`src/rtl/seg_scan_pkg.sv`:
```
package seg_scan_pkg;

   localparam int BCD_W = 4;
   localparam int SEG_W = 7;

   typedef logic [BCD_W-1:0] bcd_t;
   typedef logic [SEG_W-1:0] seg_t;

   // Segment a on bit 0 through g on bit 6; non-decimal codes stay dark.
   function automatic seg_t bcd_to_seg(input bcd_t v);
      seg_t s;
      unique case (v)
         4'd0:    s = 7'h3F;
         4'd1:    s = 7'h06;
         4'd2:    s = 7'h5B;
         4'd3:    s = 7'h4F;
         4'd4:    s = 7'h66;
         4'd5:    s = 7'h6D;
         4'd6:    s = 7'h7D;
         4'd7:    s = 7'h07;
         4'd8:    s = 7'h7F;
         4'd9:    s = 7'h6F;
         default: s = 7'h00;
      endcase
      return s;
   endfunction

endpackage

```
`src/rtl/scan_timer.sv`:
```
module scan_timer #(
   parameter int PRESCALE    = 4,
   parameter int DWELL_TICKS = 3,
   parameter int NUM_DIGITS  = 4,
   localparam int POS_W = (NUM_DIGITS > 1) ? $clog2(NUM_DIGITS) : 1
) (
   input  logic             clk,
   input  logic             rst,
   output logic [POS_W-1:0] pos_o,
   output logic             dark_o
);

   localparam int SLOT_TICKS = DWELL_TICKS + 1;
   localparam int SLOT_W     = $clog2(SLOT_TICKS);
   localparam int PRE_W      = (PRESCALE > 1) ? $clog2(PRESCALE) : 1;

   if (PRESCALE < 1) begin : g_bad_prescale
      $error("scan_timer: PRESCALE must be at least 1");
   end
   if (DWELL_TICKS < 1) begin : g_bad_dwell
      $error("scan_timer: DWELL_TICKS must be at least 1");
   end
   if (NUM_DIGITS < 2) begin : g_bad_digits
      $error("scan_timer: NUM_DIGITS must be at least 2");
   end

   logic              tick;
   logic [SLOT_W-1:0] slot_q;
   logic [POS_W-1:0]  pos_q;

   // Prescaler variant chosen by parameter.
   if (PRESCALE == 1) begin : g_no_pre
      assign tick = 1'b1;
   end else begin : g_pre
      logic [PRE_W-1:0] pre_q;
      always_ff @(posedge clk or posedge rst) begin
         if (rst) begin
            pre_q <= '0;
         end else if (pre_q == PRE_W'(PRESCALE - 1)) begin
            pre_q <= '0;
         end else begin
            pre_q <= pre_q + 1'b1;
         end
      end
      assign tick = (pre_q == PRE_W'(PRESCALE - 1));

      assert_pre_bound_R5: assert property (@(posedge clk) disable iff (rst)
         pre_q <= PRE_W'(PRESCALE - 1));
   end

   always_ff @(posedge clk or posedge rst) begin
      if (rst) begin
         slot_q <= '0;
         pos_q  <= '0;
      end else if (tick) begin
         if (slot_q == SLOT_W'(SLOT_TICKS - 1)) begin
            slot_q <= '0;
            if (pos_q == POS_W'(NUM_DIGITS - 1)) begin
               pos_q <= '0;
            end else begin
               pos_q <= pos_q + 1'b1;
            end
         end else begin
            slot_q <= slot_q + 1'b1;
         end
      end
   end

   assign pos_o  = pos_q;
   assign dark_o = (slot_q == '0);

   // Position only moves when a slot has run to its end.
   assert_pos_moves_at_slot_end_R5: assert property (@(posedge clk) disable iff (rst)
      !$stable(pos_q) |-> ($past(slot_q) == SLOT_W'(SLOT_TICKS - 1)));

   // A new position always opens with the dark phase.
   assert_new_digit_starts_dark_R6: assert property (@(posedge clk) disable iff (rst)
      !$stable(pos_q) |-> dark_o);

   assert_pos_in_range_R5: assert property (@(posedge clk) disable iff (rst)
      pos_q <= POS_W'(NUM_DIGITS - 1));

endmodule

```
`src/rtl/digit_hold.sv`:
```
module digit_hold
   import seg_scan_pkg::*;
#(
   parameter int NUM_DIGITS = 4,
   localparam int BUS_W = NUM_DIGITS * BCD_W
) (
   input  logic             clk,
   input  logic             rst,
   input  logic [BUS_W-1:0] live_i,
   input  logic             follow_i,
   output logic [BUS_W-1:0] view_o
);

   logic [BUS_W-1:0] held_q;

   for (genvar i = 0; i < NUM_DIGITS; i++) begin : g_digit
      always_ff @(posedge clk or posedge rst) begin
         if (rst) begin
            held_q[i*BCD_W +: BCD_W] <= '0;
         end else if (follow_i) begin
            held_q[i*BCD_W +: BCD_W] <= live_i[i*BCD_W +: BCD_W];
         end
      end
      // Transparent while following; stored copy otherwise.
      assign view_o[i*BCD_W +: BCD_W] = follow_i ? live_i[i*BCD_W +: BCD_W]
                                                 : held_q[i*BCD_W +: BCD_W];
   end

   assert_hold_frozen_R2: assert property (@(posedge clk) disable iff (rst)
      !follow_i |=> $stable(held_q));

   assert_hold_tracks_R1: assert property (@(posedge clk) disable iff (rst)
      follow_i |=> (held_q == $past(live_i)));

endmodule

```
`src/rtl/seg_scan_top.sv`:
```
module seg_scan_top
   import seg_scan_pkg::*;
#(
   parameter int NUM_DIGITS  = 4,
   parameter int PRESCALE    = 4,
   parameter int DWELL_TICKS = 3
) (
   input  logic                        clk,
   input  logic                        rst,
   input  logic [NUM_DIGITS*BCD_W-1:0] digits_in,
   input  logic                        latch_en,
   input  logic                        show_live,
   output logic [SEG_W-1:0]            seg_out,
   output logic [NUM_DIGITS-1:0]       strobe_out
);

   localparam int BUS_W = NUM_DIGITS * BCD_W;
   localparam int POS_W = (NUM_DIGITS > 1) ? $clog2(NUM_DIGITS) : 1;

   logic [POS_W-1:0] pos;
   logic             dark;
   logic [BUS_W-1:0] held_view;
   logic [BUS_W-1:0] source;
   bcd_t             cur_digit;
   bcd_t             digit_arr [NUM_DIGITS];

   scan_timer #(
      .PRESCALE   (PRESCALE),
      .DWELL_TICKS(DWELL_TICKS),
      .NUM_DIGITS (NUM_DIGITS)
   ) u_timer (
      .clk   (clk),
      .rst   (rst),
      .pos_o (pos),
      .dark_o(dark)
   );

   digit_hold #(
      .NUM_DIGITS(NUM_DIGITS)
   ) u_hold (
      .clk     (clk),
      .rst     (rst),
      .live_i  (digits_in),
      .follow_i(latch_en),
      .view_o  (held_view)
   );

   assign source = show_live ? digits_in : held_view;

   for (genvar i = 0; i < NUM_DIGITS; i++) begin : g_lane
      assign digit_arr[i]  = source[i*BCD_W +: BCD_W];
      assign strobe_out[i] = !dark && (pos == POS_W'(i));
   end

   assign cur_digit = digit_arr[pos];
   assign seg_out   = dark ? '0 : bcd_to_seg(cur_digit);

   assert_single_strobe_R4: assert property (@(posedge clk) disable iff (rst)
      $onehot0(strobe_out));

   assert_dark_when_idle_R6: assert property (@(posedge clk) disable iff (rst)
      (strobe_out == '0) |-> (seg_out == '0));

   assert_nonbcd_unlit_R8: assert property (@(posedge clk) disable iff (rst)
      ((strobe_out != '0) && (cur_digit > 4'd9)) |-> (seg_out == '0));

endmodule

```
`config.mk`:
```
export PLATFORM = sky130hd
export DESIGN_NAME = seg_scan_top
export DESIGN_NICKNAME = d
export VERILOG_FILES = /design/src/rtl/seg_scan_pkg.sv /design/src/rtl/scan_timer.sv /design/src/rtl/digit_hold.sv /design/src/rtl/seg_scan_top.sv
export SDC_FILE = /design/constraint.sdc
export NUM_CORES = 1
export LEC_CHECK = 0
export BUFFER_PORTS_ARGS = -buffer_cell sky130_fd_sc_hd__buf_2
export CAP_MARGIN = 20
export CORE_MARGIN = 1.5
export CORE_UTILIZATION = 45
export DETAILED_ROUTE_END_ITERATION = 8
export PLACE_DENSITY = 0.74
export SYNTH_ARGS = -nofsm -noshare
export SYNTH_HDL_FRONTEND = slang
export SYNTH_HIERARCHICAL = 1
export SYNTH_SLANG_ARGS = --single-unit
```
`constraint.sdc`:
```
create_clock -name clk -period 7.9 [get_ports clk]
set_input_delay 1.58 -clock clk [delete_from_list [all_inputs] [get_ports clk]]
set_output_delay 1.58 -clock clk [all_outputs]
set_load 0.1 [all_outputs]
```
==> results.json <==
{
  "status": "finished, final reports clean",
  "cts_sinks": 22,
  "cts_resized": 0,
  "avgSynthCellArea_um2": 14.00,
  "hold_buffers": 0,
  "p_int_uw": 165.8,
  "fin_crit_ns": 5.888,
  "syn2layout_area_growth_pct": 10.46,
  "place_hpwl_mm": 2.186,
  "peakVddDrop_mv": 0.08141,
  "clockPowerShare": 0.220,
  "root_buffer": "clkbuf_4",
  "period_share": 0.7453,
  "finalWeightedCongestion": 0.8577,
  "fin_nets": 164,
  "floorplan.initialDensity": 0.4782,
  "leakagePower_uw": 0.0007941,
  "grt_max_degree": 17,
  "cts_buffers": 3,
  "finalSetupTns_ns": 0,
  "setup_viol": 0,
  "rows": 20,
  "max_cap_viol_count": 0,
  "drive_gt1_frac": 0.4586,
  "seq_area_frac_synth": 0.3710,
  "vias": 930,
  "power.total_uw": 223.1,
  "critPathLaunchType": "primary input",
  "clk_pin_slew_ns": 0.11,
  "ys.warnings.count": 6,
  "nFillCells": 291,
  "drv_slew": 0,
  "ff_latch_area_um2": 550.5,
  "ant_nets": 0,
  "first_pass_iters": 3,
  "finalClockSkew_ns": 0.005239,
  "ys_top_cells_by_area": "dfrtp_1, mux2_4, ha_1, mux4_1, mux2_2",
  "clockBufferDepth": 2,
  "grt_overflow": 0,
  "io_buffers": 30,
  "die_h_um": 60.43,
  "grt_pass1_wl_mm": 4.422,
  "core_um2": 3103,
  "grt_pass1_vias": 947,
  "postLayoutCoreUtil": 0.5282,
  "grt.total_usage": 0.1700,
  "max_freq_mhz": 169.8,
  "slew-limit-headroom": 0.5512,
  "multi_input_area_um2": 827.0,
  "synth_cells": 106,
  "yosys.area.top_type": "dfrtp_1",
  "cp.required_ns": 6.32,
  "hold_class": "reg2reg",
  "drc": 0,
  "die_w_um": 60.43,
  "p_per_area_nw_per_um2": 136.1,
  "wire_per_inst_um": 15.49,
  "pin_count": 31,
  "routed_via_density": 5.254,
  "worstPathMaxFanout": 16,
  "clkLatencyLatePin_ns": 0.31,
  "hold_violations": 0,
  "synth.top_cell.area_share": 0.3710,
  "seqPwrFrac": 0.550,
  "swShare": 0.2567,
  "drt-initial-drc-count": 20,
  "rsz0062_at_grt": "false",
  "ys_seq_elements": 22,
  "cts_tree": "done",
  "layout_commonest_cell": "buf_2",
  "syn-num-nets": 135,
  "p_sw_uw": 57.27,
  "postCtsSetupRepairBufs": 0,
  "cts-htree-levels": 1,
  "worstMarginPinSlew_ns": 0.6732,
  "syn_area_um2": 1484,
  "path_class": "in2out",
  "dieArea_um2": 3651,
  "crit_path_end_kind": "primary output",
  "wl_mm": 2.742,
  "netlist-cell-type-count": 26,
  "mostFrequentLayoutCells": "buf_2, dfrtp_1, mux2_4",
  "cp.arrival_ns": 4.31,
  "antenna_found_initial": 0,
  "combPwrFrac": 0.230,
  "diodes": 0
}
==> sequential cells by signal (all words and copies together) (netlist names) <==
name,count
u_timer/slot_q,2
u_timer/pos_o,2
u_timer/g_pre.pre_q,2
u_hold/held_q,16
==> routing by layer <==
layer | vias to the layer above | global-route usage | wire length (um)
met5 | - | 0 | 0
met4 | 0 | 0.07453 | 53
met3 | 5 | 0.02772 | 67
met2 | 19 | 0.3075 | 1441
met1 | 460 | 0.1992 | 1181
li1 | 446 | - | -
==> final timing paths <==
kind | start | endpoint | slack, ns | cells past startpoint
max in group asynchronous | rst | u_hold/held_q[6] | 6.17 | 2
worst max register to register | u_timer/pos_o[0] | u_timer/pos_o[0] | 6.40 | 3
worst min register to register | u_timer/g_pre.pre_q[0] | u_timer/g_pre.pre_q[0] | 0.43 | 1
min in group asynchronous | rst | u_timer/g_pre.pre_q[0] | 1.17 | 2
worst min-delay path | u_timer/g_pre.pre_q[0] | u_timer/g_pre.pre_q[0] | 0.43 | 1
worst max-delay path | latch_en | seg_out[5] | 2.01 | 8
==> stage by stage <==
stage	hold slack, ns	cells	setup WS (ns)	cell area, um^2
finish	0.4323	177	2.012	1639
global route	0.4589	177	1.891	1639
CTS	0.4356	177	2.002	1639
detailed placement	0.4201	174	1.996	1617
global placement	0.4132	174	2.125	1617
floorplan	0.4031	106	0.7482	1484
==> critical path, stage by stage <==
cell and delay, ns:
buf_2 0.37, mux2_2 0.39, mux4_1 0.47, mux2i_1 0.35
inv_1 0.13, ha_1 0.24, o32ai_1 0.29, buf_2 0.48
==> cell type report <==
cell class / instances / area share
multi-input cells: 69 / 0.5046
flip-flops and latches: 22 / 0.3359
repair buffers: 30 / 0.09160
well taps: 44 / 0.03359
inverters: 9 / 0.02061
clock buffers: 3 / 0.01374
==> synthesized netlist by cell type, drive strengths merged <==
cell    count
mux2       20
nand3       1
nor2        2
nor3b       2
buf         5
o21ai       4
mux4        8
xnor2       1
dfrtp      22
and3b       1
inv         9
clkbuf      1
nand2b      1
nand2       4
a21oi       2
mux2i       7
o32ai       5
nor3        1
or3b        1
ha          9
==> cell families (layout without fill, tap and decap cells) <==
family / count (synthesis) / count (layout) / synth area share
DFF: 22 / 22 / 0.3710
buffers and inverters: 15 / 42 / 0.07166
adders and majority gates: 9 / 9 / 0.07589
AOI/OAI and AO/OA: 11 / 11 / 0.04975
muxes: 35 / 35 / 0.3752
and+or+nand+nor: 13 / 13 / 0.05059
xor gates and xnor gates: 1 / 1 / 0.005903
==> power by group through the flow <==
stage / clock network (uW) / logic, uW / registers [uW]
after floorplan: 0 / 41.2 / 124
after global placement: 0 / 49.3 / 125
after detailed placement: 0 / 51.7 / 125
after CTS: 52.1 / 52.0 / 123
after global routing: 56.7 / 56.0 / 124
final: 49.0 / 51.3 / 123
(Power assumes the default switching activity.)
